File: src/rtl/failFirstPkg.sv
package failFirstPkg;

  typedef struct packed {
    logic capture;   // latch run configuration
    logic active;    // an element is being processed this cycle
    logic commitWr;  // result of this element goes to the register file
  } seqStrobe_t;

  typedef enum logic [0:0] {
    SEQ_IDLE = 1'b0,
    SEQ_RUN  = 1'b1
  } seqState_t;

  localparam int COND_NEG  = 3;
  localparam int COND_POS  = 2;
  localparam int COND_ZERO = 1;

endpackage

File: src/rtl/ffDatapath.sv
module ffDatapath
  import failFirstPkg::*;
#(
  parameter int DATA_W = 16,
  parameter int ADDR_W = 5,
  parameter int VL_W   = 4
) (
  input  logic              clk,
  input  logic              rstN,
  input  seqStrobe_t        strb,
  input  logic [VL_W-1:0]   step,
  input  logic              testSel,
  input  logic [DATA_W-1:0] scalarVal,
  input  logic [ADDR_W-1:0] srcBase,
  input  logic [ADDR_W-1:0] dstBase,
  output logic [ADDR_W-1:0] rdAddr,
  input  logic [DATA_W-1:0] rdData,
  output logic              wrEn,
  output logic [ADDR_W-1:0] wrAddr,
  output logic [DATA_W-1:0] wrData,
  output logic              crEn,
  output logic [3:0]        crVal,
  output logic              elemFail
);

  logic [DATA_W-1:0] scalarQ;
  logic [ADDR_W-1:0] srcBaseQ;
  logic [ADDR_W-1:0] dstBaseQ;
  logic              testSelQ;

  logic [DATA_W-1:0] diff;
  logic              isNeg;
  logic              isZero;
  logic              isPos;
  logic [ADDR_W-1:0] stepAddr;

  always_ff @(posedge clk) begin
    if (!rstN) begin
      scalarQ  <= '0;
      srcBaseQ <= '0;
      dstBaseQ <= '0;
      testSelQ <= 1'b0;
    end else if (strb.capture) begin
      scalarQ  <= scalarVal;
      srcBaseQ <= srcBase;
      dstBaseQ <= dstBase;
      testSelQ <= testSel;
    end
  end

  // Step index reduced to address width (wraps around the register file)
  generate
    if (ADDR_W >= VL_W) begin : g_stepWide
      assign stepAddr = ADDR_W'(step);
    end else begin : g_stepNarrow
      assign stepAddr = step[ADDR_W-1:0];
    end
  endgenerate

  always_comb begin
    rdAddr = srcBaseQ + stepAddr;
    wrAddr = dstBaseQ + stepAddr;
    diff   = rdData - scalarQ;
    isNeg  = diff[DATA_W-1];
    isZero = (diff == '0);
    isPos  = !isNeg && !isZero;

    crVal            = '0;
    crVal[COND_NEG]  = isNeg;
    crVal[COND_POS]  = isPos;
    crVal[COND_ZERO] = isZero;

    elemFail = strb.active && (testSelQ ? (isNeg || isZero) : isZero);
    wrData   = diff;
    wrEn     = strb.commitWr;
    crEn     = strb.active;
  end

endmodule

File: src/rtl/ffControl.sv
module ffControl
  import failFirstPkg::*;
#(
  parameter int VL_W = 4
) (
  input  logic            clk,
  input  logic            rstN,
  input  logic            start,
  input  logic [VL_W-1:0] vlCfg,
  input  logic            inclMode,
  input  logic            elemFail,
  output seqStrobe_t      strb,
  output logic [VL_W-1:0] step,
  output logic            busy,
  output logic            done,
  output logic [VL_W-1:0] newVl
);

  seqState_t       stateQ;
  logic [VL_W-1:0] stepQ;
  logic [VL_W-1:0] vlQ;
  logic            inclQ;
  logic [VL_W-1:0] newVlQ;
  logic            doneQ;
  logic            lastElem;

  assign lastElem = (stepQ == vlQ - 1'b1);

  always_comb begin
    strb.capture  = (stateQ == SEQ_IDLE) && start;
    strb.active   = (stateQ == SEQ_RUN);
    strb.commitWr = strb.active && (!elemFail || inclQ);
  end

  always_ff @(posedge clk) begin
    if (!rstN) begin
      stateQ <= SEQ_IDLE;
      stepQ  <= '0;
      vlQ    <= '0;
      inclQ  <= 1'b0;
      newVlQ <= '0;
      doneQ  <= 1'b0;
    end else begin
      doneQ <= 1'b0;
      case (stateQ)
        SEQ_IDLE: begin
          if (start) begin
            inclQ <= inclMode;
            vlQ   <= vlCfg;
            stepQ <= '0;
            if (vlCfg == '0) begin
              newVlQ <= '0;
              doneQ  <= 1'b1;
            end else begin
              stateQ <= SEQ_RUN;
            end
          end
        end
        SEQ_RUN: begin
          if (elemFail || lastElem) begin
            if (elemFail) begin
              newVlQ <= inclQ ? (stepQ + 1'b1) : stepQ;
            end else begin
              newVlQ <= vlQ;
            end
            stateQ <= SEQ_IDLE;
            stepQ  <= '0;
            doneQ  <= 1'b1;
          end else begin
            stepQ <= stepQ + 1'b1;
          end
        end
        default: stateQ <= SEQ_IDLE;
      endcase
    end
  end

  assign step  = stepQ;
  assign busy  = (stateQ == SEQ_RUN);
  assign done  = doneQ;
  assign newVl = newVlQ;

endmodule

File: src/rtl/failFirstSeq.sv
module failFirstSeq
  import failFirstPkg::*;
#(
  parameter int DATA_W = 16,
  parameter int ADDR_W = 5,
  parameter int VL_MAX = 8,
  localparam int VL_W  = $clog2(VL_MAX + 1),
  localparam int IDX_W = (VL_MAX > 1) ? $clog2(VL_MAX) : 1
) (
  input  logic              clk,
  input  logic              rstN,
  input  logic              start,
  input  logic [VL_W-1:0]   vlCfg,
  input  logic              inclMode,
  input  logic              testSel,
  input  logic [DATA_W-1:0] scalarVal,
  input  logic [ADDR_W-1:0] srcBase,
  input  logic [ADDR_W-1:0] dstBase,
  output logic [ADDR_W-1:0] rdAddr,
  input  logic [DATA_W-1:0] rdData,
  output logic              wrEn,
  output logic [ADDR_W-1:0] wrAddr,
  output logic [DATA_W-1:0] wrData,
  output logic              crEn,
  output logic [IDX_W-1:0]  crIdx,
  output logic [3:0]        crVal,
  output logic              busy,
  output logic [VL_W-1:0]   stepIdx,
  output logic              done,
  output logic [VL_W-1:0]   newVl
);

  seqStrobe_t      strb;
  logic            elemFail;
  logic [VL_W-1:0] step;

  ffControl #(.VL_W(VL_W)) ctl_i (
    .clk      (clk),
    .rstN     (rstN),
    .start    (start),
    .vlCfg    (vlCfg),
    .inclMode (inclMode),
    .elemFail (elemFail),
    .strb     (strb),
    .step     (step),
    .busy     (busy),
    .done     (done),
    .newVl    (newVl)
  );

  ffDatapath #(.DATA_W(DATA_W), .ADDR_W(ADDR_W), .VL_W(VL_W)) dp_i (
    .clk       (clk),
    .rstN      (rstN),
    .strb      (strb),
    .step      (step),
    .testSel   (testSel),
    .scalarVal (scalarVal),
    .srcBase   (srcBase),
    .dstBase   (dstBase),
    .rdAddr    (rdAddr),
    .rdData    (rdData),
    .wrEn      (wrEn),
    .wrAddr    (wrAddr),
    .wrData    (wrData),
    .crEn      (crEn),
    .crVal     (crVal),
    .elemFail  (elemFail)
  );

  assign stepIdx = step;
  assign crIdx   = step[IDX_W-1:0];

endmodule

File: config.mk
export PLATFORM = sky130hd
export DESIGN_NAME = failFirstSeq
export DESIGN_NICKNAME = d
export VERILOG_FILES = /design/src/rtl/failFirstPkg.sv /design/src/rtl/ffDatapath.sv /design/src/rtl/ffControl.sv /design/src/rtl/failFirstSeq.sv
export SDC_FILE = /design/constraint.sdc
export NUM_CORES = 1
export LEC_CHECK = 0
export ABC_AREA = 1
export CAP_MARGIN = 30
export CELL_PAD_IN_SITES_DETAIL_PLACEMENT = 1
export CELL_PAD_IN_SITES_GLOBAL_PLACEMENT = 1
export CORE_MARGIN = 5
export CORE_UTILIZATION = 30
export DETAILED_ROUTE_END_ITERATION = 6
export MAX_ROUTING_LAYER = met4
export PLACE_DENSITY = 0.77
export SLEW_MARGIN = 20
export SYNTH_ARGS = -nofsm -noshare
export SYNTH_HDL_FRONTEND = slang
export SYNTH_HIERARCHICAL = 1
export SYNTH_SLANG_ARGS = --single-unit
File: constraint.sdc
create_clock -name clk -period 3 [get_ports clk]
set_input_delay 0.6 -clock clk [delete_from_list [all_inputs] [get_ports clk]]
set_output_delay 0.6 -clock clk [all_outputs]
set_load 0.005 [all_outputs]
==> impl_metrics.ini, run 1 <==
[floorplan]
start_util_pct = 30.27
die_x_um = 114.1
design.core.area_um2 = 10750
die_h_um = 114.1
dieArea_um2 = 13030
io_pins = 96
row_count = 38

[drt]
drt_iter0_markers = 100
totalWireLength_um = 11770
wl_per_cell_um = 14.94
dr.pass1.iters = 4
num_vias = 3677
drc_errors = 0
ant_nets = 0
via_per_inst = 4.666

[synthesis]
synthArstFlopShare_pct = 0
syn_area_per_cell_um2 = 6.493
yosysTopAreaCell = dfxtp_1
synth_flop_cell = dfxtp_1
synth-seq-area-share_pct = 25.85
synth-edff-count = 0
post_synth_num_cell_types = 35
yosys.area.top_type_share_pct = 25.85
syn_inst = 501
yosysWarnings = 6
synth.area.top_cells = dfxtp_1, nand2_1, ha_1
syn-num-nets = 580
ys_ff_latch = 42
netlist_area_um2 = 3253

[place]
post_dp_cell_area_um2 = 4614
gp_congestion = 0.8189
hpwl_um = 8650
dpl_worst_slack_ns = -1.038
dp.cells = 763
port_buffers = 94

[worst_setup_path]
crit_slowest_cell = fa_2
cp_cell_sequence = buf_6 -> inv_4 -> ha_4 -> fa_2 -> inv_2 -> nand2_2 -> nand2_4 -> nand3_2 -> nand2_2 -> nand3_2 -> nor2_2 -> nand3_2 -> nor2_4 -> nand3_4 -> buf_6 -> a21oi_4 -> a21oi_2 -> buf_2
reg2reg_depth = 20
crit_top_cell = nand3_2
critPathKind = input port to output port
cp_max_fo = 2
cp_data_arrival_time_ns = 2.63
slowest_delay_ns = 0.36
startpoint_type = input port
required_ns = 2.40
endpoint_kind = output port

[finish]
antenna_cells = 0
drive_gt1_share_pct = 33.80
layout_commonest_cell = inv_1
final_cell_mix = inv_1, nand2_1, clkdlybuf4s50_1
final_area_um2 = 5298
areaGrowthSynthToFinish_pct = 62.85
stdcell_count = 788
fin_nets = 726

[cts]
cts_root_buffer = clkbuf_8
ctsHoldBuffers = 0
cts_tree = done
insertion_delay_ns = 0.31
numCtsBuffers = 5
clockBufferDepth = 2
clkSinkCount = 42
htreeDepth = 2
clkTransAtPathRegs_ns = 0.08

[power_and_ir_drop]
leakage_uw = 0.002480
vdd_drop_max_mv = 0.1739
power.net_switching_uw = 766.1
p_int_uw = 1326
pwr-share-seq_pct = 30.0
p_total_uw = 2093
swShare_pct = 36.61
p_clk_share_pct = 18.9
p_comb_share_pct = 51.1
power_density_nw_per_um2 = 395.0

[hold_path]
min_delay_path_depth = 2
hold_class = flip-flop to flip-flop

[grt]
grt_overflow = 0
grt_max_degree = 44
grt_first_pass_wirelength_um = 18430
grt_pass1_vias = 3940
antenna_found_initial = 0
grt.total_usage_pct = 17.93

[sta]
fmax_ghz = 0.3095
fin_crit_sh_pct = 107.7
slew_headroom_pct = 66.51
tightest_slew_ns = 0.4978
period_needed_ns = 3.231
hold_viol_final = 0
finalMaxSlewViolations = 0
rsz0062_at_grt = yes
setup_viol = 4
finClkSkew_ns = 0.006977
setup_ws_ns = -0.2311

[run_status]
violations = setup timing
status = finished, violations left

[job]
cap_violations = 0
## cells in the mapped netlist, drive strengths merged, types with 3 or more instances
cell and count:
nand2 125, inv 89, nor2 56, a21oi 43, dfxtp 42, o21ai 37
nand3 29, ha 25, buf 16, xnor2 6, xor2 6, clkbuf 5
nand3b 4, fa 3, nand4 3, o21bai 3
## worst max-delay path: cells and delay by family
family                   cells  cell delay [ns]
AO/OA/AOI/OAI                2             0.24
AND/OR/NAND/NOR              9             0.82
buffers and inverters        5             0.44
adder cells (fa/ha/maj)      2             0.51
## per-stage QoR
| stage | setup TNS [ns] | util (%) | hold WS [ns] |
|---|---|---|---|
| 6_report | -0.6843 | 49.30 | 0.4657 |
| 5_1_grt | -1.797 | 49.30 | 0.4883 |
| 4_1_cts | -0.9393 | 46.89 | 0.4672 |
| 3_5_place_dp | -14.62 | 42.94 | 0.4570 |
| 3_3_place_gp | -12.52 | 42.94 | 0.4487 |
| 2_1_floorplan | 0 | - | 0.4367 |
## routing by layer
layer	track usage, %	wire length (µm)
met1	20.08	4942
met2	33.92	6387
met3	2.537	357
met4	3.325	85
met5	-	0
## path summary, 6_finish.rpt
check,end,slack [ns],from
setup / recovery,wrEn,-0.23,rdData[0]
hold / removal,ctl_i/newVl[0],0.47,ctl_i/newVl[0]
setup reg to reg,ctl_i/newVl[3],0.03,dp_i/scalarQ[0]
hold reg to reg,ctl_i/newVl[0],0.47,ctl_i/newVl[0]
## state kept, by name, summed over array words and instances (netlist names)
name,flops
dp_i/dstBaseQ,5
ctl_i/busy,1
ctl_i/step,4
dp_i/scalarQ,16
dp_i/testSelQ,1
ctl_i/newVl,4
ctl_i/done,1
dp_i/srcBaseQ,5
ctl_i/inclQ,1
ctl_i/vlQ,4
## cells by family after synthesis
kind of cell | share of synthesized area [%]
xor gates and xnor gates | 3.231
and+or+nand+nor | 30.81
AOI/OAI and AO/OA | 14.19
adders and majority gates | 11.46
other | 0.1153
buffers and inverters | 14.35
DFF | 25.85
## cell type report
cell class / count / area (µm²)
flip-flops and latches: 42 / 844.6
clock inverters: 1 / 5.005
multi-input cells: 349 / 2464
well taps: 140 / 175.2
clock buffers: 7 / 86.33
inverters: 89 / 336.6
fillers: 1355 / 5448
repair buffers: 160 / 1386
## repair_timing
item	CTS	global route
pin swaps	25	49
resized for setup	90	89
endpoints found under the setup margin	28	24
buffers inserted	11	8
## power groups by stage
stage,logic [µW],clock network [µW],registers (µW)
2_1_floorplan,437,0,634
3_3_place_gp,863,0,636
3_5_place_dp,889,0,639
4_1_cts,969,415,627
5_1_grt,1170,429,633
6_report,1070,396,627
Power figures use the tool's default switching activity.
==> run 2, diff against run 1 <==
Settings changed: CAP_MARGIN 30 to 20.
==> results of run 2 <==
Final layout, timing and power as in run 1 (identical DEF).
